`src/rtl/bbm_pkg.sv`:
```
package bbm_pkg;
  typedef enum logic [1:0] {
    OP_SET = 2'd0,
    OP_INV = 2'd1,
    OP_CLR = 2'd2,
    OP_TST = 2'd3
  } bbm_op_e;

  typedef enum logic [2:0] {
    ST_IDLE    = 3'd0,
    ST_READ    = 3'd1,
    ST_RD_WAIT = 3'd2,
    ST_MODIFY  = 3'd3,
    ST_WRITE   = 3'd4,
    ST_WR_WAIT = 3'd5,
    ST_DONE    = 3'd6
  } bbm_state_e;
endpackage

```
`src/rtl/bbm_ea.sv`:
```
module bbm_ea #(
  parameter int ADDR_W = 32,
  parameter int DISP_W = 16,
  parameter int DATA_W = 8,
  localparam int BIT_W = $clog2(DATA_W)
) (
  input  logic              form_reg,
  input  logic [ADDR_W-1:0] base,
  input  logic [DISP_W-1:0] disp,
  input  logic [BIT_W-1:0]  imm_bit,
  input  logic [ADDR_W-1:0] bitreg,
  output logic [ADDR_W-1:0] addr,
  output logic [BIT_W-1:0]  bitsel
);
  logic [ADDR_W-1:0] disp_sx;

  assign disp_sx = {{(ADDR_W-DISP_W){disp[DISP_W-1]}}, disp};

  always_comb begin
    if (form_reg) begin
      addr   = base;
      bitsel = bitreg[BIT_W-1:0];
    end else begin
      addr   = base + disp_sx;
      bitsel = imm_bit;
    end
  end
endmodule

```
`src/rtl/bbm_modify.sv`:
```
module bbm_modify
  import bbm_pkg::*;
#(
  parameter int DATA_W = 8,
  localparam int BIT_W = $clog2(DATA_W)
) (
  input  bbm_op_e           op,
  input  logic [DATA_W-1:0] byte_in,
  input  logic [BIT_W-1:0]  bitsel,
  output logic [DATA_W-1:0] byte_out,
  output logic              zero
);
  logic [DATA_W-1:0] mask;

  for (genvar i = 0; i < DATA_W; i++) begin : g_mask
    assign mask[i] = (bitsel == BIT_W'(i));
  end

  assign zero = ~|(byte_in & mask);

  always_comb begin
    unique case (op)
      OP_SET:  byte_out = byte_in | mask;
      OP_INV:  byte_out = byte_in ^ mask;
      OP_CLR:  byte_out = byte_in & ~mask;
      default: byte_out = byte_in;
    endcase
  end
endmodule

```
`src/rtl/bbm_ctrl.sv`:
```
module bbm_ctrl
  import bbm_pkg::*;
(
  input  logic clk,
  input  logic rst,
  input  logic cmd_valid,
  input  logic is_test,
  input  logic mem_ack,
  output logic cmd_ready,
  output logic accept,
  output logic capture,
  output logic load_wdata,
  output logic finish,
  output logic mem_req,
  output logic mem_we,
  output logic done
);
  bbm_state_e state;

  assign cmd_ready  = (state == ST_IDLE);
  assign accept     = cmd_ready && cmd_valid;
  assign capture    = (state == ST_RD_WAIT) && mem_ack;
  assign load_wdata = (state == ST_MODIFY);
  assign finish     = ((state == ST_MODIFY) && is_test) ||
                      ((state == ST_WR_WAIT) && mem_ack);

  always_ff @(posedge clk) begin
    if (rst) begin
      state   <= ST_IDLE;
      mem_req <= 1'b0;
      mem_we  <= 1'b0;
      done    <= 1'b0;
    end else begin
      done <= finish;
      unique case (state)
        ST_IDLE:    if (cmd_valid) state <= ST_READ;
        ST_READ: begin
          mem_req <= 1'b1;
          mem_we  <= 1'b0;
          state   <= ST_RD_WAIT;
        end
        ST_RD_WAIT: if (mem_ack) begin
          mem_req <= 1'b0;
          state   <= ST_MODIFY;
        end
        ST_MODIFY:  state <= is_test ? ST_DONE : ST_WRITE;
        ST_WRITE: begin
          mem_req <= 1'b1;
          mem_we  <= 1'b1;
          state   <= ST_WR_WAIT;
        end
        ST_WR_WAIT: if (mem_ack) begin
          mem_req <= 1'b0;
          mem_we  <= 1'b0;
          state   <= ST_DONE;
        end
        default:    state <= ST_IDLE;
      endcase
    end
  end

  assert_done_pulse_R9: assert property (@(posedge clk) disable iff (rst)
    done |=> !done);
  assert_idle_no_req_R10: assert property (@(posedge clk) disable iff (rst)
    cmd_ready |-> !mem_req);
  assert_we_with_req_R11: assert property (@(posedge clk) disable iff (rst)
    mem_we |-> mem_req);
endmodule

```
`src/rtl/bbm_unit.sv`:
```
module bbm_unit
  import bbm_pkg::*;
#(
  parameter int ADDR_W = 32,
  parameter int DISP_W = 16,
  parameter int DATA_W = 8,
  localparam int BIT_W = $clog2(DATA_W)
) (
  input  logic              clk,
  input  logic              rst,
  input  logic              cmd_valid,
  output logic              cmd_ready,
  input  logic [1:0]        cmd_op,
  input  logic              cmd_form,
  input  logic [ADDR_W-1:0] cmd_base,
  input  logic [DISP_W-1:0] cmd_disp,
  input  logic [BIT_W-1:0]  cmd_imm_bit,
  input  logic [ADDR_W-1:0] cmd_bitreg,
  output logic              mem_req,
  output logic              mem_we,
  output logic [ADDR_W-1:0] mem_addr,
  output logic [DATA_W-1:0] mem_wdata,
  input  logic              mem_ack,
  input  logic [DATA_W-1:0] mem_rdata,
  output logic              flag_z,
  output logic              done
);
  logic [ADDR_W-1:0] ea_addr;
  logic [BIT_W-1:0]  ea_bit;
  logic [BIT_W-1:0]  bit_q;
  bbm_op_e           op_q;
  logic [DATA_W-1:0] byte_q;
  logic [DATA_W-1:0] mod_byte;
  logic              mod_zero;
  logic              accept, capture, load_wdata, finish;

  bbm_ea #(.ADDR_W(ADDR_W), .DISP_W(DISP_W), .DATA_W(DATA_W)) u_ea (
    .form_reg (cmd_form),
    .base     (cmd_base),
    .disp     (cmd_disp),
    .imm_bit  (cmd_imm_bit),
    .bitreg   (cmd_bitreg),
    .addr     (ea_addr),
    .bitsel   (ea_bit)
  );

  bbm_modify #(.DATA_W(DATA_W)) u_mod (
    .op       (op_q),
    .byte_in  (byte_q),
    .bitsel   (bit_q),
    .byte_out (mod_byte),
    .zero     (mod_zero)
  );

  bbm_ctrl u_ctrl (
    .clk        (clk),
    .rst        (rst),
    .cmd_valid  (cmd_valid),
    .is_test    (op_q == OP_TST),
    .mem_ack    (mem_ack),
    .cmd_ready  (cmd_ready),
    .accept     (accept),
    .capture    (capture),
    .load_wdata (load_wdata),
    .finish     (finish),
    .mem_req    (mem_req),
    .mem_we     (mem_we),
    .done       (done)
  );

  always_ff @(posedge clk) begin
    if (rst) begin
      mem_addr  <= '0;
      mem_wdata <= '0;
      bit_q     <= '0;
      op_q      <= OP_SET;
      byte_q    <= '0;
      flag_z    <= 1'b0;
    end else begin
      if (accept) begin
        mem_addr <= ea_addr;
        bit_q    <= ea_bit;
        op_q     <= bbm_op_e'(cmd_op);
      end
      if (capture)    byte_q    <= mem_rdata;
      if (load_wdata) mem_wdata <= mod_byte;
      if (finish)     flag_z    <= mod_zero;
    end
  end

  assert_req_hold_R11: assert property (@(posedge clk) disable iff (rst)
    (mem_req && !mem_ack) |=> (mem_req && $stable(mem_addr)));
  assert_flag_on_done_R9: assert property (@(posedge clk) disable iff (rst)
    !$stable(flag_z) |-> done);
  assert_test_no_write_R8: assert property (@(posedge clk) disable iff (rst)
    (op_q == OP_TST) |-> !mem_we);
endmodule

```
`config.mk`:
```
export PLATFORM = sky130hd
export DESIGN_NAME = bbm_unit
export DESIGN_NICKNAME = d
export VERILOG_FILES = /design/src/rtl/bbm_pkg.sv /design/src/rtl/bbm_ea.sv /design/src/rtl/bbm_modify.sv /design/src/rtl/bbm_ctrl.sv /design/src/rtl/bbm_unit.sv
export SDC_FILE = /design/constraint.sdc
export NUM_CORES = 1
export LEC_CHECK = 0
export BUFFER_PORTS_ARGS = -buffer_cell sky130_fd_sc_hd__buf_4
export CORE_MARGIN = 2
export CORE_UTILIZATION = 49
export CTS_BUF_LIST = sky130_fd_sc_hd__clkbuf_8
export CTS_CLUSTER_DIAMETER = 80
export CTS_CLUSTER_SIZE = 25
export DETAILED_ROUTE_END_ITERATION = 12
export HOLD_SLACK_MARGIN = 0.02
export PLACE_DENSITY = 0.78
export SYNTH_ARGS = -nofsm -noshare
export SYNTH_HDL_FRONTEND = slang
export SYNTH_HIERARCHICAL = 1
export SYNTH_SLANG_ARGS = --single-unit
```
`constraint.sdc`:
```
create_clock -name clk -period 2.9 [get_ports clk]
set_clock_uncertainty 0.1 [all_clocks]
set_input_delay 0.58 -clock clk [delete_from_list [all_inputs] [get_ports clk]]
set_output_delay 0.58 -clock clk [all_outputs]
set_load 0.005 [all_outputs]
```
==> results of run 1 <==
-- timing repair --
action                     CTS  global route
buffers inserted             0             4
pin swaps                    0            10
setup endpoints to repair    1             8
gates resized for setup      1            14
-- worst reg2reg max path, cell delays in order, from the launching register on --
cell and delay, ns:
dfxtp_1 0.47, or3b_1 0.44, ha_1 0.29, mux4_2 0.45, mux2i_1 0.16, nor2_1 0.05
-- sequential cells by signal (all words and copies together) (netlist names) --
signal	cells
u_ctrl/mem_we	1
mem_wdata	8
mem_addr	32
op_q	2
flag_z	1
u_ctrl/mem_req	1
byte_q	8
u_ctrl/state	3
bit_q	3
u_ctrl/done	1
-- final cells by class --
cell class | count | area (µm²)
timing repair buffer | 205 | 1550
clock inverter | 7 | 67.6
sequential | 60 | 1200
multi-input combinational | 500 | 3820
clock buffer | 9 | 124
inverter | 34 | 128
tap | 140 | 175
fill | 918 | 3680
-- power breakdown --
group | switching (W) | internal (W) | leakage (nW)
clock network | 0.000371 | 0.000394 | 0.0968
logic | 0.000540 | 0.000580 | 2.73
registers | 0.0000667 | 0.000887 | 0.490
-- cell usage after synthesis, types with 11 or more instances --
| cell | number |
|---|---|
| nor2_1 | 79 |
| dfxtp_1 | 60 |
| ha_1 | 55 |
| mux2i_1 | 55 |
| nand2_1 | 48 |
| a21oi_1 | 35 |
| inv_1 | 34 |
| o21ai_0 | 30 |
| clkbuf_1 | 18 |
| a21o_1 | 17 |
| xor2_1 | 11 |
-- cell families (layout without fill, tap and decap cells) --
group / Yosys count / after routing / share of synthesized area (%)
AOI/OAI and AO/OA: 144 / 144 / 18.8
xor gates and xnor gates: 20 / 20 / 3.27
adders and majority gates: 56 / 56 / 13.2
buffers and inverters: 75 / 255 / 7.68
DFF: 60 / 60 / 22.4
muxes: 72 / 72 / 15.5
and+or+nand+nor: 208 / 208 / 19.1
-- through the flow --
step / utilization (%) / area (µm²) / total power [W] / hold WS, ns
2_1_floorplan: - / 5370 / 0.00164 / 0.355
3_3_place_gp: 63.1 / 6780 / 0.00203 / 0.374
3_5_place_dp: 63.1 / 6780 / 0.00206 / 0.386
4_1_cts: 65.0 / 6980 / 0.00283 / 0.356
5_1_grt: 65.8 / 7070 / 0.00300 / 0.362
6_report: 65.8 / 7070 / 0.00284 / 0.362
-- metal layers --
metal  global-route usage, %  vias up  wire (µm)
met1                    31.3     2576       6450
met3                    6.45       23        807
met2                    45.7      129       7630
li1                        -     2626          -
met5                       0        -          0
met4                    6.96        0        266
-- worst paths after layout --
| path | startpoint | end | slack (ns) | cells past startpoint |
|---|---|---|---|---|
| max | cmd_disp[15] | mem_addr[28]$_SDFFE_PP0P_ | 0.06 | 11 |
| min reg2reg | mem_addr[23]$_SDFFE_PP0P_ | mem_addr[23]$_SDFFE_PP0P_ | 0.40 | 2 |
| min | mem_rdata[3] | byte_q[3]$_SDFFE_PP0P_ | 0.36 | 3 |
| max reg2reg | bit_q[0]$_SDFFE_PP0P_ | mem_wdata[1]$_SDFFE_PP0P_ | 0.81 | 5 |
==> results.ini, run 1 <==
[run_status]
status = finished clean

[synth]
synth_top_area_cell = dfxtp_1
synth_edf_count = 0
yosysSeqAreaShare_pct = 22.4
synth_area_leaders = dfxtp_1 (22%), ha_1 (13%), mux2i_1 (10%)
yosysWarnings = 6
syn-num-nets = 789
synth.avg_cell_area_um2 = 8.44
yosys.area.top_type_share_pct = 22.4
synth_ff_type = dfxtp_1
syn-cell-area_um2 = 5360
synth-seq-cells = 60
synth_cell_types = 69
synthArstFlopShare_pct = 0
synthCells = 635

[detailed_routing]
vias = 5354
routed_wl_um = 15200
drt_iter0_drc = 273
wire_per_inst_um = 15.9
drcViolationCount = 0
drtPass1Iterations = 7
viasPerCell = 5.61
ant_nets = 0

[worst_setup_path]
slowest_stage = or4_4
worst-path-buf-inv = 1
cp-end-kind = register
crit_fanout = 11
critPathTopFamily = compound AO/OA/AOI/OAI gates
critical-path-max-stage-delay_ns = 0.50
worstPathArrival_ns = 2.95
start_kind = primary input
required_ns = 3.01
path_cells = buf_4 > ha_1 > a21oi_2 > o21ai_1 > a31o_1 > a221o_1 > or4_4 > a211oi_2 > a311oi_2 > mux2i_1 > nor2_1
critPathKind = in2reg

[cts]
htreeDepth = 3
path_clk_slew_ns = 0.08
cts_tree = built
numCtsBuffers = 9
clk-insertion-delay-late_ns = 0.35
clockBufferDepth = 2
cts_hold_buffers = 0
clock_sinks = 60
clock_tree.root_cell = clkbuf_8

[layout]
mostFrequentLayoutCell = buf_4
final_cell_mix = buf_4 (204), nor2_1 (79), dfxtp_1 (60), mux2i_1 (55), ha_1 (53)
syn_to_final_growth_pct = 31.8
nNetsFinal = 964
stdcell_count = 955
drive_gt1_share_pct = 34.7
diodes = 0

[timing]
hold_violations = 0
final.setup.worst_slack_ns = 0.0605
min_period_over_period_pct = 97.9
slew_headroom_pct = 56.2
tightest_slew_ns = 0.657
fin_crit_ns = 2.84
fin_setup_tns_ns = 0
setup_viol = 0
max_freq_mhz = 352
finalMaxSlewViolations = 0

[place]
dp_hpwl_um = 11700
pre_cts_ws_ns = -0.407
place_congestion = 0.898
dp_cells = 935
io_buffers = 113

[power_and_ir_drop]
irDropWorstVdd_mv = 0.297
powerDensity_nw_per_um2 = 402
p_leak_nw = 3.32

[floorplanning]
io_pins = 143
fp.dieW_um = 109
fp.coreArea_um2 = 10700
dieArea_um2 = 11800
rows = 38
start_util_pct = 49.9
die_h_um = 109

[grt]
first_global_vias = 5181
antenna_found_initial = 0
grt_util_all_layers_pct = 25.9
grt_max_degree = 61
grt_overflow = 0
grt_pass1_wl_um = 24300

[worst_hold_path]
worstHoldPathType = in2reg

[run]
cap_violations = 0

(Power assumes the default switching activity.)
==> run 2: changes to the inputs <==
ABC_AREA = 1   (was default)
PLACE_DENSITY = 0.77   (was 0.78)
==> results.ini, run 2 <==
[run]
cap_violations = 0

[synth]
synth-seq-cells = 60
synth_ff_type = dfxtp_1
synth-xor-area-share_pct = 1.45
synth_edf_count = 0
synthArstFlopShare_pct = 0
synth_compound_area_share_pct = 4.32
synth_top_family_by_area = simple AND/OR/NAND/NOR gates
synth_area_leaders = nand2_1 (26%), dfxtp_1 (20%), inv_1 (12%)
yosysSeqAreaShare_pct = 19.8
synth.avg_cell_area_um2 = 5.49
yosysWarnings = 6
synth_mux_area_share_pct = 0
yosysMostFrequentCell = nand2_1
syn-num-nets = 1258
yosys.area.top_type_share_pct = 25.9
synthTopCellsByCount = nand2_1 (418), inv_1 (197), nor2_1 (157)
synthCells = 1104
synth-adder-area-share_pct = 11.7
syn-cell-area_um2 = 6060
synth_cell_types = 32
synth_top_area_cell = nand2_1
synthSimpleGateAreaFrac_pct = 46.4

[timing]
max_freq_mhz = 421
min_period_over_period_pct = 81.9
setup_viol = 0
rsz0062_at_grt = no
fin_setup_tns_ns = 0
final.setup.worst_slack_ns = 0.526
finalMaxSlewViolations = 0
slew_headroom_pct = 48.8
fin_crit_ns = 2.37
tightest_slew_ns = 0.767
hold_violations = 0

[cts]
clockBufferDepth = 2
clock_tree.root_cell = clkbuf_8
numCtsBuffers = 9
htreeDepth = 3
path_clk_slew_ns = 0.08
post_cts_resized = 0
clock_sinks = 60
cts_setup_buffers = 0
clk-insertion-delay-late_ns = 0.35
cts_hold_buffers = 0
cts_tree = built

[layout]
largest_reg_flops = 32
post-route-util_pct = 59.3
nNetsFinal = 1360
mostFrequentLayoutCell = nand2_1
final_cell_mix = nand2_1 (418), inv_1 (198), nor2_1 (157), buf_4 (118), nand3_1 (87)
largest_registers = mem_addr: 32 flops, byte_q: 8 flops, mem_wdata: 8 flops
diodes = 0
syn_to_final_growth_pct = 18.1
regMostFlops = mem_addr
drive_gt1_share_pct = 12.9

[grt]
grt_pass1_wl_um = 26400
antenna_found_initial = 0
first_global_vias = 5856
grt_max_degree = 73
grt_util_all_layers_pct = 24.8
grt_overflow = 0

[worst_setup_path]
crit_fanout = 4
slowest_stage = fa_1
start_kind = primary input
worstPathArrival_ns = 2.58
cp-end-kind = register
critical-path-max-stage-delay_ns = 0.42
path_cells = buf_4 > ha_1 > fa_1 > nand3_1 > nand3_1 > a21oi_1 > nor2_1 > o21ai_0 > nand3_1 > nand2_1 > inv_1 > nand2_1 > nand2_1 > nor2_1
critPathKind = in2reg
worst-path-buf-inv = 2
required_ns = 3.11
critPathTopFamily = simple AND/OR/NAND/NOR gates

[floorplanning]
fp.coreArea_um2 = 12100
start_util_pct = 50.2
dieArea_um2 = 13300
die_h_um = 115
fp.dieW_um = 115
rows = 40
io_pins = 143

[detailed_routing]
drt_iter0_drc = 471
vias = 6495
routed_wl_um = 15900
drtPass1Iterations = 5
drcViolationCount = 0
viasPerCell = 4.72
ant_nets = 0
wire_per_inst_um = 11.6

[worst_hold_path]
worstHoldPathType = in2reg

[power_and_ir_drop]
p_leak_nw = 4.30
powerDensity_nw_per_um2 = 429
irDropWorstVdd_mv = 0.225
p_total_w = 0.00307

[place]
pre_cts_ws_ns = 0.189
io_buffers = 113
place_congestion = 0.935
dp_hpwl_um = 12500

[run_status]
status = finished clean

==> run 2: per-layer routing <==
metal | up-vias | GRT usage, % | part of all wire, %
li1 | 3509 | - | -
met1 | 2802 | 32.6 | 46
met2 | 164 | 41.6 | 46
met3 | 20 | 4.64 | 5.9
met4 | 0 | 7.07 | 1.8
met5 | - | 0 | 0
==> run 2: final cells by class <==
cell class	instances	area [µm²]
clock buffers	11	151
inverters	206	773
clock inverters	3	38.8
flip-flops and latches	60	1200
well taps	168	210
multi-input cells	810	3870
repair buffers	119	906
fillers	1297	4910
==> run 2: per-stage QoR <==
step	instances	hold WS [ns]	cell area (µm²)
3_5_place_dp	1363	0.360	6960
6_report	1377	0.352	7150
5_1_grt	1377	0.339	7150
2_1_floorplan	1104	0.349	6060
4_1_cts	1377	0.325	7150
3_3_place_gp	1363	0.358	6960
==> run 2: worst reg2reg max path, delay by kind of cell (launching register included) <==
family | cells | cell delay (ns)
DFF | 1 | 0.82
and+or+nand+nor | 5 | 0.45
buffers and inverters | 2 | 0.31
==> run 2: path summary, 6_finish.rpt <==
path                              start                            to  slack [ns]  cells past startpoint
max                         cmd_base[0]     mem_addr[16]$_SDFFE_PP0P_        0.53                     14
min                                 rst  u_ctrl/state[1]$_SDFFE_PP0P_        0.35                      2
max reg2reg        op_q[0]$_SDFFE_PP0P_     mem_wdata[5]$_SDFFE_PP0P_        1.11                      7
min reg2reg  u_ctrl/mem_we$_SDFFE_PP0P_    u_ctrl/mem_we$_SDFFE_PP0P_        0.37                      2
==> run 2: cells by family (layout without fill, tap and decap cells) <==
logic type / after synthesis / count (layout)
simple gates: 695 / 695
xor+xnor: 10 / 10
compound gates: 49 / 49
fa+ha+maj: 56 / 56
buf+inv: 234 / 339
flops: 60 / 60
==> run 2: power breakdown <==
| group | switching (W) | internal (W) | total [W] |
|---|---|---|---|
| sequential | 0.000104 | 0.000935 | 0.00104 |
| clock | 0.000332 | 0.000430 | 0.000762 |
| combinational | 0.000737 | 0.000529 | 0.00127 |
| total | 0.00117 | 0.00189 | 0.00307 |
==> run 3: changes to the inputs <==
ABC_AREA = 0   (was 1)
PLACE_DENSITY = 0.75   (was 0.77)
clock period = 2.5 ns   (was 2.9 ns; I/O delays follow)
==> results.ini, run 3 (synthesis gave the netlist of run 1 again) <==
[worst_setup_path]
critical-path-max-stage-delay_ns = 0.37
cp-end-kind = register
worst-path-buf-inv = 2
path_cells = buf_8 > ha_4 > fa_2 > a21oi_4 > o211ai_1 > a21oi_2 > o21ai_2 > buf_4 > a2111oi_4 > or4_1 > nand3_1 > mux2i_1 > nor2_1
start_kind = primary input
slowest_stage = fa_2
critPathTopFamily = compound AO/OA/AOI/OAI gates
required_ns = 2.62
crit_fanout = 3
critPathKind = in2reg
worstPathArrival_ns = 2.74
r2r_setup_slack_ns = 0.39

[timing]
min_period_over_period_pct = 105
finalMaxSlewViolations = 0
rsz0062_at_grt = yes
tightest_slew_ns = 0.695
setup_viol = 5
final.setup.worst_slack_ns = -0.118
slew_headroom_pct = 53.7
max_freq_mhz = 382
fin_hold_ws_ns = 0.279
fin_setup_tns_ns = -0.363
hold_violations = 0
fin_crit_ns = 2.62

[power_and_ir_drop]
p_int_w = 0.00240
irDropWorstVdd_mv = 0.294
p_leak_nw = 3.49
p_comb_share_pct = 40.9
p_total_w = 0.00361
p_seq_share_pct = 30.5
clockPowerShare_pct = 28.6
sw_frac_of_total_pct = 33.5
p_switching_w = 0.00121
powerDensity_nw_per_um2 = 467

[detailed_routing]
drcViolationCount = 0
wire_per_inst_um = 15.9
vias = 5379
drt_iter0_drc = 274
highest_layer = met4
wl_met1_um = 6550
dr_wl_met3_um = 634
ant_nets = 0
viasPerCell = 5.50
routed_wl_um = 15500
drtPass1Iterations = 5
met2_length_um = 8020

[cts]
clockBufferDepth = 2
htreeDepth = 3
cts_tree = built
path_clk_slew_ns = 0.08
numCtsBuffers = 9
clock_sinks = 60
clock_tree.root_cell = clkbuf_8
clk-insertion-delay-late_ns = 0.35

[run_status]
violations = negative setup slack
status = finished with violations

[layout]
regArea_um2 = 1200
post-route-util_pct = 71.9
largest_registers = mem_addr: 32 flops, byte_q: 8 flops, mem_wdata: 8 flops
drive_gt1_share_pct = 40.8
stdcell_count = 978
diodes = 0
mostFrequentLayoutCell = buf_4
final_cell_mix = buf_4 (218), nor2_1 (78), dfxtp_1 (60), mux2i_1 (55), nand2_1 (46)
nNetsFinal = 987
multi_input_area_um2 = 4220
largest_reg_flops = 32
regMostFlops = mem_addr
syn_to_final_growth_pct = 44.2
fillers = 807

[grt]
first_global_vias = 5407
grt_overflow = 0
antenna_found_initial = 0
grt_max_degree = 65
grt_pass1_wl_um = 24400
grt_util_all_layers_pct = 25.7

[worst_hold_path]
worstHoldPathType = in2reg

[floorplanning]
die_h_um = 109
start_util_pct = 49.9
rows = 38
fp.coreArea_um2 = 10700
io_pins = 143
dieArea_um2 = 11800
fp.dieW_um = 109

[place]
io_buffers = 113
place_congestion = 0.909
dp_cells = 951
dp_hpwl_um = 11000

[run]
cap_violations = 0

[run 3: cell types whose count changed in the layout (fill, tap and decap cells not counted), moves of 9 or more]
cell | before | now
a21o_1 | 1 | 17
a21oi_2 | 0 | 11
buf_4 | 118 | 218
ha_1 | 55 | 34
ha_4 | 0 | 19
inv_1 | 198 | 35
inv_2 | 9 | 0
mux2i_1 | 0 | 55
nand2_1 | 418 | 46
nand3_1 | 87 | 7
nor2_1 | 157 | 78
o21ai_0 | 8 | 27
xor2_1 | 0 | 11
[run 3: final timing paths]
check	start	to	depth (start not counted)
hold / removal	mem_rdata[5]	byte_q[5]$_SDFFE_PP0P_	3
setup / recovery	cmd_base[0]	mem_addr[16]$_SDFFE_PP0P_	13
setup reg to reg	bit_q[1]$_SDFFE_PP0P_	mem_wdata[2]$_SDFFE_PP0P_	5
hold reg to reg	mem_addr[30]$_SDFFE_PP0P_	mem_addr[30]$_SDFFE_PP0P_	2
[run 3: timing repair]
action	CTS	global route
cloned	0	0
pin swaps	20	34
hold buffers	0	0
setup endpoints to repair	10	18
gates resized for setup	21	44
buffers inserted	7	5
[run 3: layout make-up]
cell class              count  area share [%]
clock buffers              10            1.78
inverters                  34            1.65
flip-flops and latches     60            15.5
repair buffers            228            23.0
clock inverters             6            1.15
multi-input cells         500            54.6
well taps                 140            2.27
[run 3: metrics by stage]
stage | instance area, µm² | worst slack [ns]
6_report | 7730 | -0.118
5_1_grt | 7730 | -0.219
4_1_cts | 7450 | -0.151
3_5_place_dp | 7050 | -0.638
3_3_place_gp | 7050 | -0.554
2_1_floorplan | 5510 | -0.165
[run 3: tightest hold or removal path, delay by kind of cell]
kind	cells	cell delay, ns
mux	1	0.05
simple gates	1	0.07
buf+inv	1	0.07
[run 3: layer usage]
layer | vias to the layer above | track usage (%)
met5 | - | 0
met4 | 0 | 9.34
met3 | 30 | 4.76
met2 | 129 | 46.2
met1 | 2555 | 30.2
li1 | 2665 | -
[run 3: power groups by stage]
| stage | Clock (W) | Combinational [W] | Sequential [W] |
|---|---|---|---|
| after floorplan | 0 | 0.000837 | 0.00110 |
| after global routing | 0.00110 | 0.00161 | 0.00111 |
| after CTS | 0.00105 | 0.00137 | 0.00110 |
| after detailed placement | 0 | 0.00133 | 0.00112 |
| final | 0.00103 | 0.00148 | 0.00110 |
| after global placement | 0 | 0.00129 | 0.00112 |
